### src/rtl/pgsplit_pkg.sv
package pgsplit_pkg;

  // Width of the in-page offset, sized for the largest page (1024 bytes).
  localparam int PG_OFS_W = 11;
  localparam logic [2:0] PG_CODE_MAX = 3'd4;

  typedef enum logic [1:0] {
    ST_IDLE  = 2'd0,
    ST_ISSUE = 2'd1
  } pgs_state_e;

  // True for codes that are not defined settings.
  function automatic logic code_reserved(input logic [2:0] code);
    return code > PG_CODE_MAX;
  endfunction

  // True for codes that request splitting.
  function automatic logic code_splits(input logic [2:0] code);
    return (code != 3'd0) && (code <= PG_CODE_MAX);
  endfunction

  // Page size in bytes; 0 when splitting is off.
  function automatic logic [PG_OFS_W-1:0] page_bytes(input logic [2:0] code);
    logic [PG_OFS_W-1:0] sz;
    case (code)
      3'd1:    sz = PG_OFS_W'(128);
      3'd2:    sz = PG_OFS_W'(256);
      3'd3:    sz = PG_OFS_W'(512);
      3'd4:    sz = PG_OFS_W'(1024);
      default: sz = '0;
    endcase
    return sz;
  endfunction

  // Beats left before the next page edge, from the low address bits.
  function automatic logic [PG_OFS_W-1:0] edge_beats(input logic [PG_OFS_W-1:0] low,
                                                     input logic [2:0] code,
                                                     input logic wide);
    logic [PG_OFS_W-1:0] sz;
    logic [PG_OFS_W-1:0] ofs;
    logic [PG_OFS_W-1:0] room;
    sz   = page_bytes(code);
    ofs  = low & (sz - PG_OFS_W'(1));
    room = sz - ofs;
    return wide ? (room >> 1) : room;
  endfunction

endpackage

### src/rtl/pgsplit_cfg.sv
module pgsplit_cfg
  import pgsplit_pkg::*;
(
  input  logic       clk,
  input  logic       rst_n,
  input  logic [2:0] page_code,
  input  logic       accept,
  output logic [2:0] act_code,
  output logic       split_en,
  output logic       cfg_err
);

  logic reserved_now;
  assign reserved_now = code_reserved(page_code);

  // The effective code is captured at acceptance; invalid codes fold to 0.
  always_ff @(posedge clk or negedge rst_n) begin
    if (!rst_n) begin
      act_code <= 3'd0;
      cfg_err  <= 1'b0;
    end else if (accept) begin
      act_code <= reserved_now ? 3'd0 : page_code;
      cfg_err  <= cfg_err | reserved_now;
    end
  end

  assign split_en = code_splits(act_code);

  // once set, the flag stays until reset
  a_r7_err_sticky: assert property (@(posedge clk) disable iff (!rst_n)
    cfg_err |=> cfg_err);

  // an accepted invalid code raises the flag
  a_r7_err_set: assert property (@(posedge clk) disable iff (!rst_n)
    (accept && reserved_now) |=> cfg_err);

  // an invalid code never becomes the effective code
  a_r7_fold: assert property (@(posedge clk) disable iff (!rst_n)
    (accept && reserved_now) |=> !split_en);

endmodule

### src/rtl/pgsplit_cut.sv
module pgsplit_cut
  import pgsplit_pkg::*;
#(
  parameter int ADDR_W = 32,
  parameter int LEN_W  = 8
) (
  input  logic [ADDR_W-1:0] cur_addr,
  input  logic [LEN_W-1:0]  remain,
  input  logic              wide,
  input  logic [2:0]        code,
  output logic [LEN_W-1:0]  sub_len,
  output logic              cut_at_edge
);

  localparam int CW = (LEN_W > PG_OFS_W) ? LEN_W : PG_OFS_W;

  logic [PG_OFS_W-1:0] room_beats;
  logic [CW-1:0]       room_x;
  logic [CW-1:0]       rem_x;

  always_comb begin
    room_beats  = edge_beats(cur_addr[PG_OFS_W-1:0], code, wide);
    room_x      = CW'(room_beats);
    rem_x       = CW'(remain);
    cut_at_edge = code_splits(code) && (room_x < rem_x);
    sub_len     = cut_at_edge ? LEN_W'(room_beats) : remain;
  end

endmodule

### src/rtl/pgsplit_seq.sv
module pgsplit_seq
  import pgsplit_pkg::*;
#(
  parameter int ADDR_W = 32,
  parameter int LEN_W  = 8
) (
  input  logic              clk,
  input  logic              rst_n,
  input  logic              req_valid,
  input  logic [ADDR_W-1:0] req_addr,
  input  logic [LEN_W-1:0]  req_beats,
  input  logic              req_wide,
  output logic              req_ready,
  output logic              accept,
  input  logic              sub_ready,
  input  logic [LEN_W-1:0]  sub_len,
  output logic              sub_valid,
  output logic [ADDR_W-1:0] cur_addr,
  output logic [LEN_W-1:0]  remain,
  output logic              wide_q,
  output logic              done
);

  pgs_state_e state;
  logic       fire;
  logic       last_fire;
  logic       zero_req;

  assign req_ready = (state == ST_IDLE);
  assign accept    = req_valid && req_ready;
  assign zero_req  = (req_beats == '0);
  assign sub_valid = (state == ST_ISSUE);
  assign fire      = sub_valid && sub_ready;
  assign last_fire = fire && (sub_len == remain);

  always_ff @(posedge clk or negedge rst_n) begin
    if (!rst_n) begin
      state    <= ST_IDLE;
      cur_addr <= '0;
      remain   <= '0;
      wide_q   <= 1'b0;
      done     <= 1'b0;
    end else begin
      done <= (accept && zero_req) || last_fire;
      case (state)
        ST_IDLE: begin
          if (accept) begin
            cur_addr <= req_wide ? {req_addr[ADDR_W-1:1], 1'b0} : req_addr;
            remain   <= req_beats;
            wide_q   <= req_wide;
            if (!zero_req) state <= ST_ISSUE;
          end
        end
        ST_ISSUE: begin
          if (fire) begin
            cur_addr <= cur_addr + (ADDR_W'(sub_len) << wide_q);
            remain   <= remain - sub_len;
            if (last_fire) state <= ST_IDLE;
          end
        end
        default: state <= ST_IDLE;
      endcase
    end
  end

  // an offered sub-burst is held until it is taken
  a_r5_hold: assert property (@(posedge clk) disable iff (!rst_n)
    (sub_valid && !sub_ready) |=> (sub_valid && $stable(cur_addr) && $stable(remain)));

  // after a non-final acceptance the next sub-burst starts elsewhere with less left
  a_r4_advance: assert property (@(posedge clk) disable iff (!rst_n)
    (fire && !last_fire) |=> (sub_valid && (remain < $past(remain)) && (cur_addr != $past(cur_addr))));

  // done only fires once the block is idle again
  a_r6_done_idle: assert property (@(posedge clk) disable iff (!rst_n)
    done |-> req_ready);

  // an empty request ends at once without a sub-burst
  a_r10_zero: assert property (@(posedge clk) disable iff (!rst_n)
    (accept && zero_req) |=> (done && !sub_valid));

  // halfword sub-bursts always start on an even byte
  a_r9_even: assert property (@(posedge clk) disable iff (!rst_n)
    (sub_valid && wide_q) |-> !cur_addr[0]);

  // a sub-burst is never empty and never larger than what is left
  a_r3_len_bound: assert property (@(posedge clk) disable iff (!rst_n)
    sub_valid |-> ((sub_len != '0) && (sub_len <= remain)));

endmodule

### src/rtl/burst_page_splitter.sv
module burst_page_splitter
  import pgsplit_pkg::*;
#(
  parameter int ADDR_W = 32,
  parameter int LEN_W  = 8
) (
  input  logic              clk,
  input  logic              rst_n,
  input  logic [2:0]        page_code,
  input  logic              req_valid,
  output logic              req_ready,
  input  logic [ADDR_W-1:0] req_addr,
  input  logic [LEN_W-1:0]  req_beats,
  input  logic              req_wide,
  output logic              sub_valid,
  input  logic              sub_ready,
  output logic [ADDR_W-1:0] sub_addr,
  output logic [LEN_W-1:0]  sub_beats,
  output logic              sub_wide,
  output logic              done,
  output logic              cfg_err
);

  logic              accept;
  logic [2:0]        act_code;
  logic              split_en;
  logic [ADDR_W-1:0] cur_addr;
  logic [LEN_W-1:0]  remain;
  logic              wide_q;
  logic [LEN_W-1:0]  sub_len;
  logic              cut_at_edge;

  pgsplit_cfg u_cfg (
    .clk       (clk),
    .rst_n     (rst_n),
    .page_code (page_code),
    .accept    (accept),
    .act_code  (act_code),
    .split_en  (split_en),
    .cfg_err   (cfg_err)
  );

  pgsplit_cut #(.ADDR_W(ADDR_W), .LEN_W(LEN_W)) u_cut (
    .cur_addr    (cur_addr),
    .remain      (remain),
    .wide        (wide_q),
    .code        (act_code),
    .sub_len     (sub_len),
    .cut_at_edge (cut_at_edge)
  );

  pgsplit_seq #(.ADDR_W(ADDR_W), .LEN_W(LEN_W)) u_seq (
    .clk       (clk),
    .rst_n     (rst_n),
    .req_valid (req_valid),
    .req_addr  (req_addr),
    .req_beats (req_beats),
    .req_wide  (req_wide),
    .req_ready (req_ready),
    .accept    (accept),
    .sub_ready (sub_ready),
    .sub_len   (sub_len),
    .sub_valid (sub_valid),
    .cur_addr  (cur_addr),
    .remain    (remain),
    .wide_q    (wide_q),
    .done      (done)
  );

  assign sub_addr  = cur_addr;
  assign sub_beats = sub_len;
  assign sub_wide  = wide_q;

  // Byte span of the offered sub-burst, measured from the start of its page.
  logic [PG_OFS_W+LEN_W:0] span_end;
  logic [PG_OFS_W-1:0]     pg_sz;
  always_comb begin
    pg_sz    = page_bytes(act_code);
    span_end = (PG_OFS_W+LEN_W+1)'(cur_addr[PG_OFS_W-1:0] & (pg_sz - PG_OFS_W'(1)))
             + ((PG_OFS_W+LEN_W+1)'(sub_len) << wide_q);
  end

  // a split sub-burst ends at or before its page edge
  a_r2_no_cross: assert property (@(posedge clk) disable iff (!rst_n)
    (sub_valid && split_en) |-> (span_end <= (PG_OFS_W+LEN_W+1)'(pg_sz)));

  // with splitting off the whole remainder goes out at once
  a_r1_whole: assert property (@(posedge clk) disable iff (!rst_n)
    (sub_valid && !split_en) |-> (sub_beats == remain));

  // a cut only happens while splitting is on
  a_r3_cut_split: assert property (@(posedge clk) disable iff (!rst_n)
    cut_at_edge |-> split_en);

  // no new request is taken while sub-bursts are pending
  a_r6_busy: assert property (@(posedge clk) disable iff (!rst_n)
    sub_valid |-> !req_ready);

endmodule

### config.mk
export PLATFORM = sky130hd
export DESIGN_NAME = burst_page_splitter
export DESIGN_NICKNAME = d
export VERILOG_FILES = /design/src/rtl/pgsplit_pkg.sv /design/src/rtl/pgsplit_cfg.sv /design/src/rtl/pgsplit_cut.sv /design/src/rtl/pgsplit_seq.sv /design/src/rtl/burst_page_splitter.sv
export SDC_FILE = /design/constraint.sdc
export NUM_CORES = 1
export LEC_CHECK = 0
export ABC_AREA = 1
export BUFFER_PORTS_ARGS = -buffer_cell sky130_fd_sc_hd__buf_2
export CAP_MARGIN = 40
export CORE_MARGIN = 8
export CORE_UTILIZATION = 35
export DETAILED_ROUTE_END_ITERATION = 10
export GPL_ROUTABILITY_DRIVEN = 0
export PLACE_DENSITY_LB_ADDON = 0.12
export SLEW_MARGIN = 0
export SYNTH_ARGS = -nofsm -noshare
export SYNTH_HDL_FRONTEND = slang
export SYNTH_SLANG_ARGS = --single-unit
### constraint.sdc
create_clock -name clk -period 3.7 [get_ports clk]
set_input_delay 0.925 -clock clk [delete_from_list [all_inputs] [get_ports clk]]
set_output_delay 0.925 -clock clk [all_outputs]
set_load 0.05 [all_outputs]
==> reports/metrics.yaml <==
drv_cap: 0
start_util: 0.352
drive_gt1_frac: 0.464
report.final.slew_viol_count: 0
synth.avg_cell_area_um2: 6.68
clock_skew_ns: 0.0119
finalHoldViolCount: 0
fin_ws_ns: -0.601
synth-seq-cells: 47
slowest_delay_ns: 0.44
netlist_instances: 655
clockBufferDepth: 2
cts.sinks: 47
cp-start-kind: "flop"
period_share: 1.16
tightest_slew_ns: 0.617
worstPathRequired_ns: 3.92
yosysUniqueCellTypes: 42
fp.dieH_um: 128
rsz0062_at_grt: "true"
synth.cell_area_mm2: 0.00438
yosysWarnings: 0
dieArea_mm2: 0.0163
grt_pass1_wl_mm: 27.0
fin_nets: 958
cp_slowest_cell: "dfrtp_2"
wirelength_mm: 16.9
max_slew_margin: 0.589
syn2layout_area_growth_pct: 61.3
grt_usage: 0.207
io_pins: 93
via_count: 5321
drt_iter0_markers: 223
violations: "negative setup slack"
clock_latency_ns: 0.30
hp-class: "flop to flop"
r2r_slack_ns: -0.60
synthArstFlopShare: 1.00
grt_start_max_net_pins: 41
core_mm2: 0.0124
grt_pass1_vias: 5499
status: "finished with violations"
antenna_found_initial: 0
num_rows: 41
min_period_ns: 4.30
setup_viol: 41
wl_per_cell_um: 16.1
hold_ws_ns: 0.496
cts_buffers: 5
final_antenna_net_count: 0
arrival_ns: 4.52
cts_tree: "yes"
synth_edf_count: 0
cp-end-kind: "flop"
synth_ff_type: "dfrtp_1"
fp.dieW_um: 128
drc_errors: 0
dpl.hpwl_mm: 12.9
ys_seq_area_frac: 0.269
drtPass1Iterations: 5
io_buffers: 92
worst-path-max-fanout: 8
root_buffer: "clkbuf_16"
grt-ovfl-total: 0
ctsHtreeMaxLevel: 2
vias_per_cell: 5.04
antenna_cells: 0
critPathKind: "flop to flop"
hold_buffers: 0
syn_nets: 730
fmax_ghz: 0.233
clk_pin_slew_worst_paths_ns: 0.07
## through the flow
stage	util	setup TNS, ns	std cells	setup slack (ns)	cell area [um^2]
after global placement	0.476	-13.73	1008	-0.582	5910
after global routing	0.568	-28.78	1055	-0.893	7060
after floorplan	-	-12.07	655	-0.568	4490
after CTS	0.524	-17.45	1034	-0.572	6500
final	0.568	-16.69	1055	-0.601	7060
after detailed placement	0.476	-16.20	1008	-0.683	5910
## cells in the mapped netlist, types with 7 or more instances
cell type,instances,share of area
clkbuf_1,15,0.013
o21ai_2,10,0.020
nor2_1,60,0.051
a21oi_1,37,0.042
nand3_2,7,0.016
nand3_1,51,0.058
xor2_1,16,0.032
o21ai_0,51,0.058
o211ai_1,19,0.033
nand2_1,140,0.12
o22ai_1,12,0.017
inv_2,9,0.0077
dfrtp_1,47,0.27
or2_2,7,0.010
inv_1,80,0.069
o21ai_1,7,0.0080
nor3_1,13,0.015
ha_1,25,0.071
## layout by cell type, fill, tap and decap left out, drive strengths merged
cell      instances
xor2             16
and2              1
clkinvlp          1
ha               25
o22ai            12
nor4              4
nand3b            1
buf             243
nand2           142
o221ai            2
nand3            58
fa                2
mux2i             2
dfrtp            47
o211ai           19
a21oi            38
a21o              1
clkbuf            5
bufinv            1
a31o              1
nor2             65
o21a              1
inv              89
nand4             6
or2              12
a31oi             1
xnor2             5
o21ai            68
nor3             15
## layer usage
metal / track usage / share of wire / up-vias
li1: - / - / 2637
met1: 0.229 / 0.41 / 2489
met2: 0.381 / 0.51 / 156
met3: 0.0358 / 0.045 / 39
met4: 0.0825 / 0.030 / 0
met5: 0 / 0 / -
## cell type report
type,count,area [um^2]
inverter,89,342
sequential,47,1180
clock buffer,5,125
fill,1183,5360
tap,172,215
timing repair buffer,243,1750
multi-input combinational,497,3400
clock inverter,2,37.5
## state kept, by name, summed over array words and instances (netlist names)
register and flops:
u_seq.cur_addr 32, u_seq.remain 8, u_cfg.act_code 3, u_cfg.cfg_err 1
u_seq.done 1, u_seq.state 1, u_seq.wide_q 1
## final timing paths
| kind | startpoint | end | depth (start not counted) |
|---|---|---|---|
| setup reg to reg | u_seq.cur_addr[1]$_DFFE_PN0P_ | u_seq.cur_addr[22]$_DFFE_PN0P_ | 28 |
| hold reg to reg | u_cfg.cfg_err$_DFFE_PN0P_ | u_cfg.cfg_err$_DFFE_PN0P_ | 1 |
| max in group asynchronous | rst_n | u_seq.cur_addr[30]$_DFFE_PN0P_ | 2 |
| setup / recovery | u_seq.cur_addr[1]$_DFFE_PN0P_ | u_seq.cur_addr[22]$_DFFE_PN0P_ | 28 |
| hold / removal | u_cfg.cfg_err$_DFFE_PN0P_ | u_cfg.cfg_err$_DFFE_PN0P_ | 1 |
| min in group asynchronous | rst_n | u_seq.remain[7]$_DFFE_PN0P_ | 1 |
## kinds of logic (layout without fill, tap and decap cells)
logic type | count (synthesis) | after routing | synth area share
XOR/XNOR | 21 | 21 | 0.0420
multiplexers | 2 | 2 | 0.00458
adder cells (fa/ha/maj) | 27 | 27 | 0.0806
flip-flops | 47 | 47 | 0.269
AND/OR/NAND/NOR | 304 | 304 | 0.314
AO/OA/AOI/OAI | 143 | 143 | 0.191
buffers and inverters | 111 | 339 | 0.0989
## worst max-delay path, delay by kind of cell (launching register included)
| family | cells | cell delay (ns) |
|---|---|---|
| multiplexers | 1 | 0.12 |
| AO/OA/AOI/OAI | 10 | 1.15 |
| flip-flops | 1 | 0.44 |
| adder cells (fa/ha/maj) | 3 | 0.81 |
| XOR/XNOR | 1 | 0.16 |
| AND/OR/NAND/NOR | 9 | 1.06 |
| buffers and inverters | 4 | 0.46 |
## repair_timing
| item | 4_1_cts | 5_1_grt |
|---|---|---|
| setup buffers | 23 | 22 |
| pin swaps | 34 | 38 |
| setup endpoints to repair | 43 | 48 |
| resized for setup | 97 | 88 |
| hold endpoints to repair | 0 | 0 |
Power is not shown: default switching activity piles up to over one toggle a cycle in this logic, so the estimate is an artifact.
